File: src/rtl/addr_win_decoder.sv
module addr_win_decoder #(
  parameter int NWIN = 8,
  parameter int SNAP = 5
) (
  input  logic                      clk,
  input  logic                      rst_n,
  input  logic                      cfg_init,
  input  logic [NWIN-1:0]           cfg_map,
  input  logic [$clog2(NWIN+1)-1:0] cfg_count,
  input  logic [31:0]               cfg_cs_size,
  input  logic [31:0]               cfg_base_off,
  input  logic                      cfg_shrink,
  input  logic                      cfg_restore,
  output logic [16+2*NWIN-1:0]      win_ctrl,
  input  logic                      lk_req,
  input  logic [31:0]               lk_addr,
  output logic                      res_valid,
  output logic                      res_hit,
  output logic                      res_miss,
  output logic [$clog2(NWIN)-1:0]   res_win,
  output logic [7:0]                res_attr
);
  localparam int CW   = 16 + 2*NWIN;
  localparam int IW   = $clog2(NWIN);
  localparam int NW   = $clog2(NWIN+1);
  localparam int SRAM = 4;

  logic [CW-1:0] ctrl_q, snap_ctrl, nxt_ctrl;
  logic [31:0]   base_q [NWIN];
  logic [31:0]   mask_q [NWIN];
  logic [31:0]   snap_base [SNAP];
  logic [31:0]   snap_mask [SNAP];
  logic [NWIN-1:0] pick, hit_vec;
  logic [IW-1:0] win_n;
  logic          any_hit;

  function automatic logic [7:0] attr_of(input int i);
    case (i)
      0: return 8'h0E;
      1: return 8'h0D;
      2: return 8'h0B;
      3: return 8'h07;
      4: return 8'h1F;
      default: return 8'h00;
    endcase
  endfunction

  always_comb begin
    logic [NW:0] taken;
    taken    = '0;
    nxt_ctrl = '0;
    pick     = '0;
    for (int i = 0; i < NWIN; i++) begin
      if (cfg_map[i] && (taken < {1'b0, cfg_count})) begin
        pick[i]            = 1'b1;
        nxt_ctrl[i]        = 1'b1;
        nxt_ctrl[16+2*i+:2] = 2'b11;
        taken              = taken + 1'b1;
      end
    end
  end

  always_ff @(posedge clk) begin
    if (!rst_n) begin
      ctrl_q    <= '0;
      snap_ctrl <= '0;
      for (int i = 0; i < NWIN; i++) begin
        base_q[i] <= '0;
        mask_q[i] <= '0;
      end
      for (int j = 0; j < SNAP; j++) begin
        snap_base[j] <= '0;
        snap_mask[j] <= '0;
      end
    end else if (cfg_restore) begin
      ctrl_q <= snap_ctrl;
      for (int j = 0; j < SNAP; j++) begin
        base_q[j] <= snap_base[j];
        mask_q[j] <= snap_mask[j];
      end
    end else if (cfg_init) begin
      snap_ctrl <= ctrl_q;
      for (int j = 0; j < SNAP; j++) begin
        snap_base[j] <= base_q[j];
        snap_mask[j] <= mask_q[j];
      end
      ctrl_q <= nxt_ctrl;
      for (int i = 0; i < NWIN; i++) begin
        if (pick[i]) begin
          if (i == SRAM) begin
            base_q[i] <= 32'h4000_0000 | {16'h0, attr_of(i), 8'h00};
            mask_q[i] <= 32'h000F_0000;
          end else begin
            base_q[i] <= (32'(i) * cfg_cs_size + cfg_base_off) | {16'h0, attr_of(i), 8'h00};
            mask_q[i] <= 32'h7FFF_0000;
          end
        end
      end
    end else if (cfg_shrink) begin
      mask_q[0] <= 32'h3FFF_0000;
    end
  end

  for (genvar g = 0; g < NWIN; g++) begin : g_cmp
    assign hit_vec[g] = ctrl_q[g] &&
      (((lk_addr[31:16] ^ base_q[g][31:16]) & ~mask_q[g][31:16]) == 16'h0);
  end

  always_comb begin
    win_n = '0;
    for (int i = NWIN-1; i >= 0; i--)
      if (hit_vec[i]) win_n = IW'(i);
  end

  assign any_hit  = |hit_vec;
  assign win_ctrl = ctrl_q;

  always_ff @(posedge clk) begin
    if (!rst_n) begin
      res_valid <= 1'b0;
      res_hit   <= 1'b0;
      res_miss  <= 1'b0;
      res_win   <= '0;
      res_attr  <= '0;
    end else begin
      res_valid <= lk_req;
      if (lk_req) begin
        res_hit  <= any_hit;
        res_miss <= !any_hit;
        res_win  <= any_hit ? win_n : '0;
        res_attr <= any_hit ? base_q[win_n][15:8] : 8'h00;
      end
    end
  end
endmodule


File: config.mk
export PLATFORM = sky130hd
export DESIGN_NAME = addr_win_decoder
export DESIGN_NICKNAME = d
export VERILOG_FILES = /design/src/rtl/addr_win_decoder.sv
export SDC_FILE = /design/constraint.sdc
export NUM_CORES = 1
export LEC_CHECK = 0
export ABC_AREA = 0
export BUFFER_PORTS_ARGS = -buffer_cell sky130_fd_sc_hd__buf_2
export CAP_MARGIN = 20
export CORE_ASPECT_RATIO = 1.4
export CORE_UTILIZATION = 57
export CTS_CLUSTER_DIAMETER = 30
export CTS_CLUSTER_SIZE = 30
export DETAILED_ROUTE_END_ITERATION = 7
export PLACE_DENSITY = 0.85
export SYNTH_ARGS = -nofsm -noshare
export SYNTH_HDL_FRONTEND = slang
export SYNTH_SLANG_ARGS = --single-unit
File: constraint.sdc
create_clock -name clk -period 9.6 [get_ports clk]
set_input_delay 0.96 -clock clk [delete_from_list [all_inputs] [get_ports clk]]
set_output_delay 0.96 -clock clk [all_outputs]
set_load 0.1 [all_outputs]
==> metrics.md, run 1 <==
| Metric | Value |
|---|---|
| Outcome | complete, no violations |
| Max Cap Violations | 0 |
| CP max stage delay | 500 ps |
| Cell Rows | 106 |
| IO Count | 160 |
| Via count | 25,668 |
| Number of global-route vias before repair | 25,802 |
| Setup Skew | 29.1 ps |
| Max-slew violation count | 0 |
| Top post-synthesis cells by area | edfxtp_1, ha_1, fa_1, xnor2_1, dfxtp_1 |
| Crit path from | cfg_count[3] |
| Seq pwr share | 0.386 |
| HP Class | reg -> reg |
| Die Y | 294 um |
| Reg-to-Reg Start | base_q[2][16]$_SDFFCE_PN0P_ |
| Initial antenna violation count | 0 |
| Ys flop type | edfxtp_1 |
| Post-synthesis sequential area ratio | 0.454 |
| Placed cells | 3,964 |
| Remaining DRCs | 0 |
| Pre-CTS setup slack | -128 ps |
| Die Footprint | 62,100 sq um |
| VDD IR max | 0.120 mV |
| CP required | 9900 ps |
| Clock sinks | 553 |
| Crit-path most repeated cell | ha_1 |
| Clock power frac | 0.355 |
| First-pass GRT wire length | 147,000 um |
| Hold Crit Start | snap_ctrl[5]$_SDFFE_PN0P_ |
| Internal Power | 5.28 mW |
| Crit end category | register |
| Leak | 17.4 nW |
| Post-route clock period utilization | 0.932 |
| Most frequent cell after synthesis | edfxtp_1 |
| Clock Latency Late Sink | 610 ps |
| TritonCTS clock tree | yes |
| Root Buffer | clkbuf_16 |
| GRT Residual Overflow | 0 |
| Die Width | 211 um |
| Switching share of total power | 0.317 |
| Clock buffer depth | 3 |
| Routed vias/inst | 6.27 |
| Clock transition at path regs | 50 ps |
| Critical path class | in -> reg |
| Post-synthesis async set-or-reset flop share | 0 |
| First DRT Iteration DRCs | 2,468 |
| RePlAce Congestion | 0.905 |
| DPL Wire Length | 63,400 um |
| Post-Syn Area | 34,800 sq um |
| Yosys top cell area share | 0.408 |
| Synthesis-to-layout area growth | 11.8% |
| WL final | 95,100 um |
| Post-synth top cells | edfxtp_1, ha_1, and3_1, nand2_1, xnor2_1 |
| Layout cells sized above 1 | 0.115 |
| Switch Pwr | 2.45 mW |
| CTS Buf Count | 69 |
| RSZ-0062 raised after global routing | no |
| Synth Instances | 3,105 |
| Routed wire length per instance | 23.2 um |
| Area of the multi-input gates | 17,800 sq um |
| Synth cell types | 94 |
| Final cell count without fillers | 4,095 |
| Htree depth | 3 |
| Synth Net Count | 3,593 |
| Core Region | 60,100 sq um |
| Final nets | 3,716 |
| Slew margin rel. | 0.224 |
| Syn_area_per_cell | 11.2 sq um |
| Initial Utilization | 0.580 |
| Number of synthesized register bits | 553 |
| Power share of the combinational group | 0.258 |
| EDFF count, synth | 473 |
| Hold WS | 460 ps |
| Setup crit start kind | input pin |
| Max stage delay cell, worst path | or3_2 |
| ANT nets after route | 0 |
| Min setup slack post-route | 655 ps |
| Pre-antenna DRT Iters | 6 |
| Top cell type by total area after synthesis | edfxtp_1 |
| Final Hold Violating Endpoints | 0 |
| Final Power | 7.73 mW |
| Least-Margin Pin Slew | 1160 ps |
| Port buffer count | 143 |
| Final setup vio count | 0 |
| Cell Pwr Density | 198 nW/um^2 |
| Storage element area | 15,800 sq um |
| Antenna cells | 0 |
| Yosys warns | 0 |
| Fillers | 4,312 |
| Largest net degree at the start of global routing | 165 |
| Fmax | 112 MHz |
| Crit Path Max Fanout | 18 |
| WP data arrival | 9240 ps |
| Min Tclk post-route | 8940 ps |
| Gr usage total | 0.309 |
cell usage in the layout, fill, tap and decap left out, types with 8 or more instances in the layout:
cell type,n
nor3_1,41
buf_4,51
buf_2,141
o21a_1,26
o21ai_0,94
nor4_1,16
nand4_1,24
nor2b_1,26
o21bai_1,16
xor2_1,73
nand3_1,43
ha_1,257
o41ai_1,8
clkbuf_16,70
nand2_1,218
nand2b_1,22
o211ai_1,10
o22ai_1,38
mux2_2,10
a22o_1,63
a221o_1,16
and2_1,48
a21oi_1,119
inv_1,190
a21o_1,121
and3_1,246
fa_1,117
a211oi_1,17
a31oi_1,10
mux2i_1,46
inv_8,10
xnor2_1,198
or3_1,17
o21ai_1,11
a21boi_1,8
edfxtp_1,473
dfxtp_1,80
a21boi_0,36
nor2_1,90
layout make-up:
cell class | count | area share
inverters | 193 | 0.0186
well taps | 810 | 0.0260
repair buffers | 196 | 0.0300
multi-input cells | 2215 | 0.457
clock inverters | 54 | 0.0174
flip-flops and latches | 553 | 0.406
clock buffers | 74 | 0.0454
sequential cells by signal, summed over array words and instances, names as in the netlist:
name,count
snap_mask,80
win_ctrl,32
res_miss,1
res_valid,1
res_attr,8
base_q,192
mask_q,83
snap_base,120
snap_ctrl,32
res_win,3
res_hit,1
power by group through the flow:
stage / clock network, mW / registers (mW) / logic (mW)
after detailed placement: 0 / 3.02 / 1.95
after CTS: 2.75 / 2.98 / 1.97
after global placement: 0 / 3.02 / 1.89
final: 2.75 / 2.98 / 2.00
after floorplan: 0 / 3.04 / 1.39
after global routing: 2.86 / 3.00 / 2.19
worst max-delay path: cells and delay by family:
| family | cells | cell delay [ps] |
|---|---|---|
| AOI/OAI and AO/OA | 16 | 3280 |
| xor gates and xnor gates | 2 | 380 |
| adders and majority gates | 7 | 1780 |
| buffers and inverters | 3 | 370 |
| muxes | 2 | 520 |
| and+or+nand+nor | 12 | 1930 |
stage by stage:
step / cell area, sq um / TNS (ps) / util
floorplan: 34800 / 0 / -
CTS: 38900 / 0 / 0.647
global route: 38900 / 0 / 0.648
global placement: 36500 / -3520 / 0.607
finish: 38900 / 0 / 0.648
detailed placement: 36500 / -2950 / 0.607
path summary, 6_finish.rpt:
check	end	slack (ps)	depth (start not counted)
setup / recovery	base_q[7][21]$_SDFFCE_PN0P_	660	42
hold / removal	snap_ctrl[5]$_SDFFE_PN0P_	460	2
setup reg to reg	res_attr[5]$_SDFFE_PN0P_	5300	10
hold reg to reg	snap_ctrl[5]$_SDFFE_PN0P_	460	2
layer usage:
| layer | vias up | share of wire | track usage |
|---|---|---|---|
| met3 | 280 | 0.090 | 0.0567 |
| met5 | - | 0 | 0 |
| met1 | 12520 | 0.38 | 0.386 |
| met4 | 0 | 0.051 | 0.148 |
| li1 | 11597 | - | - |
| met2 | 1271 | 0.48 | 0.518 |
kinds of logic after synthesis:
| family | count (synthesis) | synth area share |
|---|---|---|
| AOI/OAI and AO/OA | 676 | 0.136 |
| xor gates and xnor gates | 271 | 0.0682 |
| adders and majority gates | 374 | 0.160 |
| buffers and inverters | 337 | 0.0380 |
| DFF | 553 | 0.454 |
| muxes | 59 | 0.0177 |
| other | 1 | 0.000108 |
| and+or+nand+nor | 834 | 0.126 |
repair_timing:
action | in CTS | in global routing
buffers inserted | 0 | 1
hold buffers | 0 | 0
gates resized for setup | 0 | 2
setup endpoints to repair | 0 | 24
Power figures use the tool's default switching activity.
==> run 2, diff against run 1 <==
--- a/config.mk
+++ b/config.mk
@@ -5,10 +5,10 @@
 export SDC_FILE = /design/constraint.sdc
 export NUM_CORES = 1
 export LEC_CHECK = 0
-export ABC_AREA = 0
+export ABC_AREA = 1
 export BUFFER_PORTS_ARGS = -buffer_cell sky130_fd_sc_hd__buf_2
 export CAP_MARGIN = 20
-export CORE_ASPECT_RATIO = 1.4
+export CORE_ASPECT_RATIO = 1.75
 export CORE_UTILIZATION = 57
 export CTS_CLUSTER_DIAMETER = 30
 export CTS_CLUSTER_SIZE = 30
==> metrics.md, run 2 <==
| Metric | Value |
|---|---|
| Switching share of total power | 0.350 |
| VDD IR max | 0.114 mV |
| Cell Rows | 122 |
| Final nets | 4,793 |
| Yosys warns | 0 |
| Via count | 30,864 |
| Die Footprint | 64,900 sq um |
| Core Region | 63,200 sq um |
| Layout cells sized above 1 | 0.0769 |
| Die Width | 193 um |
| Most flops, register | base_q |
| Slew margin rel. | 0.215 |
| ANT nets after route | 0 |
| Final Hold Violating Endpoints | 0 |
| Pre-CTS setup slack | 355 ps |
| Seq pwr share | 0.377 |
| Fmax | 116 MHz |
| Setup TNS | 0 ps |
| GRT Residual Overflow | 0 |
| Synth Instances | 4,172 |
| Clock transition at path regs | 60 ps |
| Number of global-route vias before repair | 30,337 |
| Largest net degree at the start of global routing | 159 |
| DPL Wire Length | 83,700 um |
| Synth Net Count | 4,660 |
| Root Buffer | clkbuf_16 |
| Final setup vio count | 0 |
| Most frequent cell after synthesis | nand2_1 |
| WL final | 113,000 um |
| Post-synthesis sequential area ratio | 0.434 |
| Routed vias/inst | 5.97 |
| Cell Pwr Density | 193 nW/um^2 |
| Layout Utilization | 0.639 |
| Crit end category | register |
| Area after DPL | 37,900 sq um |
| Htree depth | 3 |
| RSZ-0062 raised after global routing | no |
| TritonCTS clock tree | yes |
| Worst Path Buf+Inv | 7 |
| Max stage delay cell, worst path | o21ai_0 |
| Fillers | 5,199 |
| EDFF count, synth | 473 |
| Top post-synthesis cells by area | edfxtp_1, ha_1, nand2_1, inv_1, fa_1 |
| Synth cell types | 60 |
| Pre-antenna DRT Iters | 8 |
| Post-synthesis async set-or-reset flop share | 0 |
| Final Power | 7.79 mW |
| Syn_area_per_cell | 8.72 sq um |
| HP Class | reg -> reg |
| First DRT Iteration DRCs | 3,307 |
| Ys flop type | edfxtp_1 |
| Max-slew violation count | 0 |
| Placed cells | 5,040 |
| Post-synth top cells | nand2_1, inv_1, edfxtp_1, a21oi_1, nor2_1 |
| Cts hold-fix bufs | 0 |
| Top Family by Delay on Critical Path | simple AND/OR/NAND/NOR gates |
| WP data arrival | 8900 ps |
| Min Tclk post-route | 8630 ps |
| Post-Syn Area | 36,400 sq um |
| Failing checks | DRC |
| Clock power frac | 0.348 |
| Min setup slack post-route | 970 ps |
| Die Y | 336 um |
| Initial Utilization | 0.576 |
| CP max stage delay | 490 ps |
| Post CTS Setup Buffer Count | 0 |
| Synthesis-to-layout area growth | 10.9% |
| Top cell type by total area after synthesis | edfxtp_1 |
| Yosys top cell area share | 0.390 |
| Setup Skew | 33.4 ps |
| Least-Margin Pin Slew | 1170 ps |
| Commonest non-fill, non-tap cell in the layout | nand2_1 |
| RePlAce Congestion | 1.04 |
| Critical path class | in -> reg |
| Initial antenna violation count | 3 |
| CP required | 9870 ps |
| Switch Pwr | 2.72 mW |
| Area of the multi-input gates | 17,500 sq um |
| Final Instance Area | 40,400 sq um |
| Post-route clock period utilization | 0.899 |
| Gr usage total | 0.352 |
| Final cell count without fillers | 5,167 |
| Clock Latency Late Sink | 630 ps |
| Storage element area | 15,800 sq um |
| First-pass GRT wire length | 170,000 um |
| Clock sinks | 553 |
| Number of flip-flops in the largest register | 192 |
| Outcome | complete, but fails checks |
| Routed wire length per instance | 22.0 um |
| Port buffer count | 143 |
| Power share of the combinational group | 0.275 |
| Max Cap Violations | 0 |
| IO Count | 160 |
| Number of synthesized register bits | 553 |
| Internal Power | 5.06 mW |
| Hold WS | 449 ps |
| Leak | 18.4 nW |
| Crit Path Max Fanout | 24 |
| Crit-path most repeated cell | nand2_1 |
| Biggest regs | base_q: 192 flops, snap_base: 120 flops, mask_q: 83 flops |
| Resized Gates After CTS | 0 |
| CTS Buf Count | 67 |
| Setup crit start kind | input pin |
| Remaining DRCs | 2 |
| Clock buffer depth | 3 |
| Most frequent cells in the layout | nand2_1, inv_1, edfxtp_1, a21oi_1, nor2_1 |
-- run 2: changes by cell type in the layout (fill, tap and decap cells not counted), moves of 75 or more --
cell	delta
xnor2_1	-151
nand3_1	+75
a21o_1	-111
nand2_1	+537
a21oi_1	+303
nor2_1	+298
o21ai_0	+153
and3_1	-244
inv_1	+500
-- run 2: cell families after synthesis --
logic type	count (synthesis)	synth area share
flip-flops	553	0.434
AND/OR/NAND/NOR	1400	0.157
multiplexers	5	0.00138
XOR/XNOR	134	0.0323
other	1	0.000103
AO/OA/AOI/OAI	895	0.138
adder cells (fa/ha/maj)	374	0.153
buffers and inverters	810	0.0843
-- run 2: cell type report --
| type | instances | share of cell area |
|---|---|---|
| Multi-Input combinational cell | 2809 | 0.435 |
| Sequential cell | 553 | 0.392 |
| Inverter | 707 | 0.0660 |
| Clock buffer | 74 | 0.0443 |
| Tap cell | 806 | 0.0250 |
| Timing Repair Buffer | 167 | 0.0231 |
| Clock inverter | 49 | 0.0153 |
| Antenna cell | 2 | 0.000124 |
-- run 2: power by group through the flow --
stage          clock network, mW  registers [mW]  logic [mW]
2_1_floorplan                  0            3.00        1.41
3_3_place_gp                   0            2.97        2.04
3_5_place_dp                   0            2.98        2.08
4_1_cts                     2.70            2.93        2.10
5_1_grt                     2.79            2.95        2.36
6_report                    2.71            2.93        2.14
-- run 2: path summary, 6_finish.rpt --
check	startpoint	to	slack [ps]	cells past startpoint
worst min register to register	mask_q[1][93]$_SDFFE_PN0P_	mask_q[1][93]$_SDFFE_PN0P_	450	2
worst min-delay path	mask_q[1][93]$_SDFFE_PN0P_	mask_q[1][93]$_SDFFE_PN0P_	450	2
worst max-delay path	cfg_count[3]	base_q[7][22]$_SDFFCE_PN0P_	970	46
worst max register to register	base_q[4][30]$_SDFFCE_PN0P_	res_attr[5]$_SDFFE_PN0P_	5070	19
-- run 2: tightest hold or removal path: cells and delay by family (launching register included) --
kind            cells  cell delay [ps]
compound gates      1               50
buf+inv             1               50
flops               1              300
-- run 2: layer usage --
layer | vias up | global-route usage | part of all wire
li1 | 14243 | - | -
met1 | 14544 | 0.383 | 0.34
met2 | 1553 | 0.587 | 0.48
met3 | 522 | 0.0552 | 0.077
met4 | 2 | 0.313 | 0.10
met5 | - | 0 | 0.000088
